**config.mk**
```make
export PLATFORM = sky130hd
export DESIGN_NAME = vid_sync_ctrl
export DESIGN_NICKNAME = d
export VERILOG_FILES = /design/src/rtl/vsc_pkg.sv /design/src/rtl/vsc_code_det.sv /design/src/rtl/vsc_timing_core.sv /design/src/rtl/vsc_lock_mon.sv /design/src/rtl/vid_sync_ctrl.sv
export SDC_FILE = /design/constraint.sdc
export NUM_CORES = 1
export LEC_CHECK = 0
export CELL_PAD_IN_SITES_DETAIL_PLACEMENT = 1
export CELL_PAD_IN_SITES_GLOBAL_PLACEMENT = 1
export CORE_ASPECT_RATIO = 1.1
export CORE_MARGIN = 2
export CORE_UTILIZATION = 30
export CTS_CLUSTER_DIAMETER = 200
export DETAILED_ROUTE_END_ITERATION = 10
export DONT_BUFFER_PORTS = 1
export PLACE_DENSITY = 0.54
export SLEW_MARGIN = 10
export SYNTH_ARGS = -nofsm -noshare
export SYNTH_HDL_FRONTEND = slang
export SYNTH_HIERARCHICAL = 1
export SYNTH_SLANG_ARGS = --single-unit
```
**constraint.sdc**
```tcl
create_clock -name clk -period 6 [get_ports clk]
set_clock_uncertainty 0.1 [all_clocks]
set_input_delay 0.6 -clock clk [delete_from_list [all_inputs] [get_ports clk]]
set_output_delay 0.6 -clock clk [all_outputs]
set_load 0.01 [all_outputs]
```
**src/rtl/vsc_pkg.sv**
```systemverilog
package vsc_pkg;

  typedef enum logic [1:0] {
    MODE_MASTER = 2'd0,
    MODE_EXT    = 2'd1,
    MODE_INT    = 2'd2
  } vsc_mode_e;

  // protection nibble expected for a given F/V/H triple
  function automatic logic [3:0] vsc_prot(input logic f, input logic v, input logic h);
    return {v ^ h, f ^ h, f ^ v, f ^ v ^ h};
  endfunction

endpackage

```
**src/rtl/vsc_code_det.sv**
```systemverilog
module vsc_code_det (
  input  logic       clk,
  input  logic       rst,
  input  logic [7:0] data,
  output logic       hit,
  output logic       f_bit,
  output logic       v_bit,
  output logic       h_bit
);
  import vsc_pkg::*;

  logic [7:0] b_old, b_mid, b_new;

  always_ff @(posedge clk) begin
    if (rst) begin
      b_old <= '0;
      b_mid <= '0;
      b_new <= '0;
    end else begin
      b_old <= b_mid;
      b_mid <= b_new;
      b_new <= data;
    end
  end

  logic preamble;
  assign preamble = (b_old == 8'hFF) && (b_mid == 8'h00) && (b_new == 8'h00);
  assign f_bit    = data[6];
  assign v_bit    = data[5];
  assign h_bit    = data[4];
  assign hit      = preamble && data[7] && (data[3:0] == vsc_prot(data[6], data[5], data[4]));

endmodule

```
**src/rtl/vsc_timing_core.sv**
```systemverilog
module vsc_timing_core #(
  parameter int FRAME_LINES  = 525,
  parameter int FIELD0_LINES = 263,
  parameter int VBLANK_LINES = 20,
  parameter int VSYNC_LINES  = 3,
  parameter int HSYNC_W      = 128,
  parameter int HW           = 11,
  parameter int VW           = 10
) (
  input  logic          clk,
  input  logic          rst,
  input  logic [HW-1:0] line_len,
  input  logic [HW-1:0] hblank,
  input  logic          h_ld,
  input  logic [HW-1:0] h_ld_val,
  input  logic          v_ld,
  input  logic [VW-1:0] v_ld_val,
  output logic [HW-1:0] h_cnt,
  output logic [VW-1:0] v_cnt,
  output logic          field,
  output logic          active,
  output logic          hsync_o,
  output logic          vsync_o
);
  localparam logic [VW-1:0] LAST_V = VW'(FRAME_LINES - 1);
  localparam logic [VW-1:0] F0_V   = VW'(FIELD0_LINES);
  localparam logic [VW-1:0] VBL_V  = VW'(VBLANK_LINES);
  localparam logic [VW-1:0] VSW_V  = VW'(VSYNC_LINES);
  localparam logic [HW-1:0] HSW_H  = HW'(HSYNC_W);

  logic [HW-1:0] h_nxt;
  logic [VW-1:0] v_nxt, v_rel;
  logic          line_adv, f_nxt;

  always_comb begin
    if (h_ld)                           h_nxt = h_ld_val;
    else if (h_cnt >= line_len - HW'(1)) h_nxt = '0;
    else                                h_nxt = h_cnt + HW'(1);
    line_adv = (h_nxt == '0) && (h_cnt != '0);
    if (v_ld)          v_nxt = v_ld_val;
    else if (line_adv) v_nxt = (v_cnt >= LAST_V) ? '0 : v_cnt + VW'(1);
    else               v_nxt = v_cnt;
    f_nxt = (v_nxt >= F0_V);
    v_rel = f_nxt ? v_nxt - F0_V : v_nxt;
  end

  // flags decoded from next-state values so they line up with the counters
  always_ff @(posedge clk) begin
    if (rst) begin
      h_cnt   <= '0;
      v_cnt   <= '0;
      field   <= 1'b0;
      active  <= 1'b0;
      hsync_o <= 1'b1;
      vsync_o <= 1'b1;
    end else begin
      h_cnt   <= h_nxt;
      v_cnt   <= v_nxt;
      field   <= f_nxt;
      active  <= (h_nxt >= hblank) && (v_rel >= VBL_V);
      hsync_o <= (h_nxt < HSW_H);
      vsync_o <= (v_rel < VSW_V);
    end
  end

endmodule

```
**src/rtl/vsc_lock_mon.sv**
```systemverilog
module vsc_lock_mon #(
  parameter int HW          = 11,
  parameter int TW          = 11,
  parameter int LOCK_MARGIN = 64
) (
  input  logic          clk,
  input  logic          rst,
  input  logic          follow,
  input  logic          ref_p,
  input  logic [HW-1:0] line_len,
  output logic          lock_lost
);
  logic [TW-1:0] since_ref, limit;

  assign limit = TW'(line_len) + TW'(LOCK_MARGIN);

  always_ff @(posedge clk) begin
    if (rst || !follow || ref_p) begin
      since_ref <= '0;
      lock_lost <= 1'b0;
    end else begin
      if (since_ref != '1) since_ref <= since_ref + TW'(1);
      if (since_ref >= limit) lock_lost <= 1'b1;
    end
  end

endmodule

```
**src/rtl/vid_sync_ctrl.sv**
```systemverilog
module vid_sync_ctrl #(
  parameter int LINE_CCIR    = 1716,
  parameter int LINE_SQ      = 1560,
  parameter int HBLANK_CCIR  = 276,
  parameter int HBLANK_SQ    = 280,
  parameter int HSYNC_W      = 128,
  parameter int FRAME_LINES  = 525,
  parameter int FIELD0_LINES = 263,
  parameter int VBLANK_LINES = 20,
  parameter int VSYNC_LINES  = 3,
  parameter int LOCK_MARGIN  = 64,
  localparam int LMAX = (LINE_CCIR > LINE_SQ) ? LINE_CCIR : LINE_SQ,
  localparam int HW   = $clog2(LMAX),
  localparam int VW   = $clog2(FRAME_LINES)
) (
  input  logic          clk,
  input  logic          rst,
  input  logic          slave_sel,
  input  logic          int_slave_sel,
  input  logic          rate_sel,
  input  logic          hreset_mode,
  input  logic [7:0]    vid_data,
  input  logic          hsync_in,
  input  logic          vsync_in,
  output logic [HW-1:0] h_cnt,
  output logic [VW-1:0] v_cnt,
  output logic          field,
  output logic          active,
  output logic          hsync_out,
  output logic          vsync_out,
  output logic          sync_oe,
  output logic          field_oe,
  output logic          lock_lost
);
  import vsc_pkg::*;

  localparam int TW = $clog2(LMAX + LOCK_MARGIN + 2);
  localparam logic [VW-1:0] F0_V = VW'(FIELD0_LINES);

  vsc_mode_e     mode;
  logic [HW-1:0] line_len, hblank, h_ld_val;
  logic [VW-1:0] v_ld_val;
  logic          h_ld, v_ld, ref_p;
  logic          hs_q, vs_q, hs_rise, vs_rise, f_q;
  logic          code_hit, code_f, code_v, code_h;

  assign mode     = !slave_sel ? MODE_MASTER : (int_slave_sel ? MODE_INT : MODE_EXT);
  assign line_len = rate_sel ? HW'(LINE_CCIR)   : HW'(LINE_SQ);
  assign hblank   = rate_sel ? HW'(HBLANK_CCIR) : HW'(HBLANK_SQ);
  assign hs_rise  = hsync_in && !hs_q;
  assign vs_rise  = vsync_in && !vs_q;

  vsc_code_det u_det (
    .clk(clk), .rst(rst), .data(vid_data),
    .hit(code_hit), .f_bit(code_f), .v_bit(code_v), .h_bit(code_h)
  );

  logic unused_v;
  assign unused_v = code_v;

  always_comb begin
    h_ld     = 1'b0;
    h_ld_val = '0;
    v_ld     = 1'b0;
    v_ld_val = '0;
    ref_p    = 1'b0;
    case (mode)
      MODE_EXT: begin
        ref_p    = hs_rise;
        h_ld     = hs_rise;
        h_ld_val = hreset_mode ? hblank : '0;
        v_ld     = vs_rise;
        v_ld_val = (hs_rise || (h_cnt < (line_len >> 1))) ? '0 : F0_V;
      end
      MODE_INT: begin
        ref_p    = code_hit;
        h_ld     = code_hit;
        h_ld_val = code_h ? HW'(3) : hblank - HW'(1);
        v_ld     = code_hit && code_h && (code_f != f_q);
        v_ld_val = code_f ? F0_V : '0;
      end
      default: ;
    endcase
  end

  always_ff @(posedge clk) begin
    if (rst) begin
      hs_q     <= 1'b0;
      vs_q     <= 1'b0;
      f_q      <= 1'b0;
      sync_oe  <= 1'b1;
      field_oe <= 1'b1;
    end else begin
      hs_q     <= hsync_in;
      vs_q     <= vsync_in;
      if (mode == MODE_INT && code_hit && code_h) f_q <= code_f;
      sync_oe  <= (mode != MODE_EXT);
      field_oe <= (mode == MODE_MASTER);
    end
  end

  vsc_timing_core #(
    .FRAME_LINES(FRAME_LINES), .FIELD0_LINES(FIELD0_LINES),
    .VBLANK_LINES(VBLANK_LINES), .VSYNC_LINES(VSYNC_LINES),
    .HSYNC_W(HSYNC_W), .HW(HW), .VW(VW)
  ) u_core (
    .clk(clk), .rst(rst), .line_len(line_len), .hblank(hblank),
    .h_ld(h_ld), .h_ld_val(h_ld_val), .v_ld(v_ld), .v_ld_val(v_ld_val),
    .h_cnt(h_cnt), .v_cnt(v_cnt), .field(field), .active(active),
    .hsync_o(hsync_out), .vsync_o(vsync_out)
  );

  vsc_lock_mon #(.HW(HW), .TW(TW), .LOCK_MARGIN(LOCK_MARGIN)) u_lock (
    .clk(clk), .rst(rst), .follow(slave_sel), .ref_p(ref_p),
    .line_len(line_len), .lock_lost(lock_lost)
  );

endmodule

```
==> impl_results.html <==
<table>
<tr><th>Metric</th><th>Value</th></tr>
<tr><th colspan="2">Outcome</th></tr>
<tr><td>Result of the run</td><td>completed</td></tr>
<tr><th colspan="2">CTS</th></tr>
<tr><td># clock sinks</td><td>66</td></tr>
<tr><td>Buffer cell driving the clock tree root</td><td>sky130_fd_sc_hd__clkbuf_16</td></tr>
<tr><td>Post-CTS Repair Setup Buffers</td><td>0</td></tr>
<tr><td>Maximum clock insertion buffer count</td><td>2</td></tr>
<tr><td>Total of hold buffers inserted after clock tree synthesis</td><td>0</td></tr>
<tr><td>Register clock-pin slew on the reported worst setup and hold paths</td><td>approximately 0.07 ns</td></tr>
<tr><td>PostCTS Resize Cnt</td><td>0</td></tr>
<tr><td>Clock buffers created by TritonCTS</td><td>9</td></tr>
<tr><td>Clock latency on the worst-skew pair</td><td>0.35 ns</td></tr>
<tr><td>TritonCTS clock tree</td><td>yes</td></tr>
<tr><td>H-tree levels</td><td>3</td></tr>
<tr><th colspan="2">Power and ir drop</th></tr>
<tr><td>Clock network power share</td><td>between 40% and 50%</td></tr>
<tr><td>Worst IR Drop VDD</td><td>0.1465 mV</td></tr>
<tr><td>Lkg Pwr</td><td>approximately 0.0023 uW</td></tr>
<tr><td>Switching power</td><td>about 440 uW</td></tr>
<tr><td>Switching power share of the total</td><td>between 30% and 40%</td></tr>
<tr><td>Total power divided by cell area</td><td>around 240 nW/um^2</td></tr>
<tr><td>Total power draw</td><td>1338 uW</td></tr>
<tr><td>Portion of total power attributed to sequential cells</td><td>between 30 and 40%</td></tr>
<tr><td>Int Power</td><td>between 900 and 1000 uW</td></tr>
<tr><td>Combinational group share of total power</td><td>between 20 and 25%</td></tr>
<tr><th colspan="2">Routing</th></tr>
<tr><td>Count of vias placed by the detailed router</td><td>between 4,000 and 5,000</td></tr>
<tr><td>Routed Antenna Nets</td><td>0</td></tr>
<tr><td>Overall routed net length</td><td>about 15 mm</td></tr>
<tr><td>DRC errors left</td><td>0</td></tr>
<tr><td>Number of design-rule violations left by the first detailed-router iteration</td><td>270</td></tr>
<tr><td>TritonRoute pass-1 iters</td><td>4</td></tr>
<tr><td>Via density per instance</td><td>slightly above 5</td></tr>
<tr><td>DR WL/cell</td><td>between 15 and 20 um</td></tr>
<tr><th colspan="2">Global routing</th></tr>
<tr><td>Pin count of the biggest net entering global routing</td><td>between 40 and 50</td></tr>
<tr><td>Via count of the first global-routing pass</td><td>approximately 4,800</td></tr>
<tr><td>Most Used Layer, Global Route</td><td>met2</td></tr>
<tr><td>Global routing usage on met3</td><td>about 3.3%</td></tr>
<tr><td>GR Util All Layers</td><td>about 18%</td></tr>
<tr><td>Antenna violations before repair</td><td>0</td></tr>
<tr><td>Remaining global-route overflow</td><td>0</td></tr>
<tr><td>Global-route wire length before repair</td><td>25.03 mm</td></tr>
<tr><td>Met1 track demand over resource</td><td>between 20% and 30%</td></tr>
<tr><td>Met2 Track Usage GR</td><td>30.25%</td></tr>
<tr><th colspan="2">Die</th></tr>
<tr><td>Die Span X</td><td>around 130 um</td></tr>
<tr><td>Vertical die dimension</td><td>139.4 um</td></tr>
<tr><td>Initial Utilization</td><td>between 30% and 40%</td></tr>
<tr><td>Die Outline Area</td><td>about 18,000 um^2</td></tr>
<tr><td>Area of the core</td><td>~16,000 um^2</td></tr>
<tr><td># rows</td><td>slightly below 50</td></tr>
<tr><td>Top-level I/O count</td><td>between 40 and 50</td></tr>
<tr><th colspan="2">Timing</th></tr>
<tr><td>Final worst path period share</td><td>a little over four fifths</td></tr>
<tr><td>Max-Slew Margin vs Limit</td><td>38.52%</td></tr>
<tr><td>Peak Freq</td><td>around 0.2 GHz</td></tr>
<tr><td>Setup repair after global routing missed its margin</td><td>false</td></tr>
<tr><td>Time the worst path needs with I/O delays and setup</td><td>5.075 ns</td></tr>
<tr><td>Final Setup Violations</td><td>0</td></tr>
<tr><td>Setup Total Neg Slack</td><td>0 ns</td></tr>
<tr><td>Worst Tran Pin Value</td><td>0.9144 ns</td></tr>
<tr><td>Final number of max-transition violations</td><td>0</td></tr>
<tr><td>Hold Fails Final Rpt</td><td>0</td></tr>
<tr><th colspan="2">Critical path</th></tr>
<tr><td>Worst Path Buf+Inv</td><td>0</td></tr>
<tr><td>Arrival @ worst endpoint</td><td>~5.2 ns</td></tr>
<tr><td>Type of destination of the critical path</td><td>flip-flop</td></tr>
<tr><td>Type of the worst setup path</td><td>flip-flop to flip-flop</td></tr>
<tr><td>Worst reg-to-reg setup slack</td><td>between 0.9 and 1 ns</td></tr>
<tr><td>Peak per-stage delay on the critical path</td><td>approximately 0.57 ns</td></tr>
<tr><td>Crit Path Max Fanout</td><td>11</td></tr>
<tr><td>Worst R2R Start</td><td>u_core/h_cnt[1]</td></tr>
<tr><td>Cell class contributing the biggest share of worst-path delay</td><td>simple AND/OR/NAND/NOR gates</td></tr>
<tr><td>Worst reg-to-reg path cell count</td><td>16</td></tr>
<tr><td>Capturing point of the worst reg2reg path</td><td>u_core/active</td></tr>
<tr><td>Critical-path cell list</td><td>ha_1, nand3_1, o211ai_1, o2bb2ai_2, nor3_2, o21ai_1, a211oi_1, nor2_1, ha_1, and3_2, a211oi_4, nand3_4, or4_1, o211ai_2, o2bb2ai_2, o221a_1</td></tr>
<tr><td>CP required</td><td>6.14 ns</td></tr>
<tr><td>Startpoint kind of the worst setup timing path</td><td>flip-flop</td></tr>
<tr><td>Cell with the biggest individual delay on the critical path</td><td>sky130_fd_sc_hd__nor3_2</td></tr>
<tr><th colspan="2">Layout</th></tr>
<tr><td>Finished layout cell area</td><td>between 5000 and 6000 um^2</td></tr>
<tr><td>Share of final-layout standard cells stronger than drive strength 1</td><td>around 11%</td></tr>
<tr><td>Leading cell type in the layout, fill and taps excluded</td><td>sky130_fd_sc_hd__dfxtp_1</td></tr>
<tr><td>Most used cells in the layout excluding fill and tap cells</td><td>sky130_fd_sc_hd__dfxtp_1 (66), sky130_fd_sc_hd__conb_1 (57), sky130_fd_sc_hd__nor2_1 (54)</td></tr>
<tr><td>Filler Cells Inserted</td><td>1,984</td></tr>
<tr><td>Growth of design area from synthesis to finish</td><td>13.55%</td></tr>
<tr><td>Total area of multi-input combinational cells</td><td>around 3600 um^2</td></tr>
<tr><td>Register Area</td><td>around 1300 um^2</td></tr>
<tr><td>Final standard cell count with taps included and fillers excluded</td><td>approximately 860</td></tr>
<tr><td>Number of nets in the final layout</td><td>between 700 and 800</td></tr>
<tr><td>Antenna Diode Count</td><td>0</td></tr>
<tr><th colspan="2">Placed design</th></tr>
<tr><td>Detailed Place HPWL</td><td>~12 mm</td></tr>
<tr><td>Number of cells after detailed placement</td><td>around 850</td></tr>
<tr><td>Routability congestion estimate from global placement</td><td>about 0.81</td></tr>
<tr><td>Placed cell area</td><td>between 5000 and 6000 um^2</td></tr>
<tr><td>Port Buffer Count</td><td>0</td></tr>
<tr><th colspan="2">Logic synthesis</th></tr>
<tr><td>Post-synthesis area per instance</td><td>approximately 8.3 um^2</td></tr>
<tr><td>Combined area of all synthesized cells</td><td>~5000 um^2</td></tr>
<tr><td>Yosys warning total</td><td>6</td></tr>
<tr><td>Post-Synthesis Cells</td><td>601</td></tr>
<tr><th colspan="2">Run</th></tr>
<tr><td>Max capacitance violation total</td><td>0</td></tr>
<tr><th colspan="2">Hold path</th></tr>
<tr><td>Number of cells traversed by the worst hold path</td><td>1</td></tr>
<tr><td>Source of the worst hold timing path</td><td>rst</td></tr>
<tr><td>Capture endpoint of the worst hold path</td><td>u_det/b_old[7]</td></tr>
<tr><td>Path type of the worst min-delay path</td><td>input port to flip-flop</td></tr>
</table>
## flip-flops by register name, summed over array words and instances, names as in the netlist
name              cells
u_core/h_cnt         11
u_core/vsync_o        1
vs_q                  1
u_det/b_mid           8
sync_oe               1
u_lock/lock_lost      1
u_core/v_cnt         10
u_core/active         1
f_q                   1
u_lock/since_ref     11
u_det/b_old           8
field_oe              1
u_det/b_new           8
u_core/field          1
u_core/hsync_o        1
hs_q                  1
## through the flow
step / util [%] / setup slack (ns) / hold slack [ns]
floorplan: - / 1.097 / 0.3285
global placement: 32.87 / 0.9255 / 0.3521
detailed placement: 32.87 / 0.7897 / 0.3534
CTS: 34.76 / 0.9105 / 0.1994
global route: 34.79 / 0.4957 / 0.2036
finish: 34.79 / 0.9247 / 0.2203
## layout make-up
class,count,share of cell area [%]
tap,204,4.498
clock buffer,9,3.969
timing repair buffer,7,0.9261
clock inverter,7,1.477
inverter,34,2.249
sequential,66,23.29
multi-input combinational,534,63.59
## worst max-delay path by stage
stage / startpoint / endpoint / slack (ns) / cells past startpoint
after floorplan: vid_data[5] / u_core/active / 1.10 / 22
after global placement: vid_data[5] / u_core/active / 0.93 / 21
after detailed placement: vid_data[5] / u_core/active / 0.79 / 21
after CTS: u_core/h_cnt[1] / u_core/active / 0.91 / 16
after global routing: u_core/h_cnt[1] / u_core/active / 0.50 / 17
final: u_core/h_cnt[1] / u_core/active / 0.92 / 16
## power by group through the flow
stage | logic (uW) | clock network [uW] | registers, uW
detailed placement | 271 | 0 | 508
finish | 274 | 567 | 497
global placement | 264 | 0 | 508
CTS | 273 | 585 | 498
global route | 308 | 601 | 501
floorplan | 223 | 0 | 492
## layer usage
layer	part of all wire [%]	vias to the layer above
li1	-	2214
met1	46	2182
met2	48	52
met3	3.8	15
met4	1.9	0
met5	0	-
(Power assumes the default switching activity.)
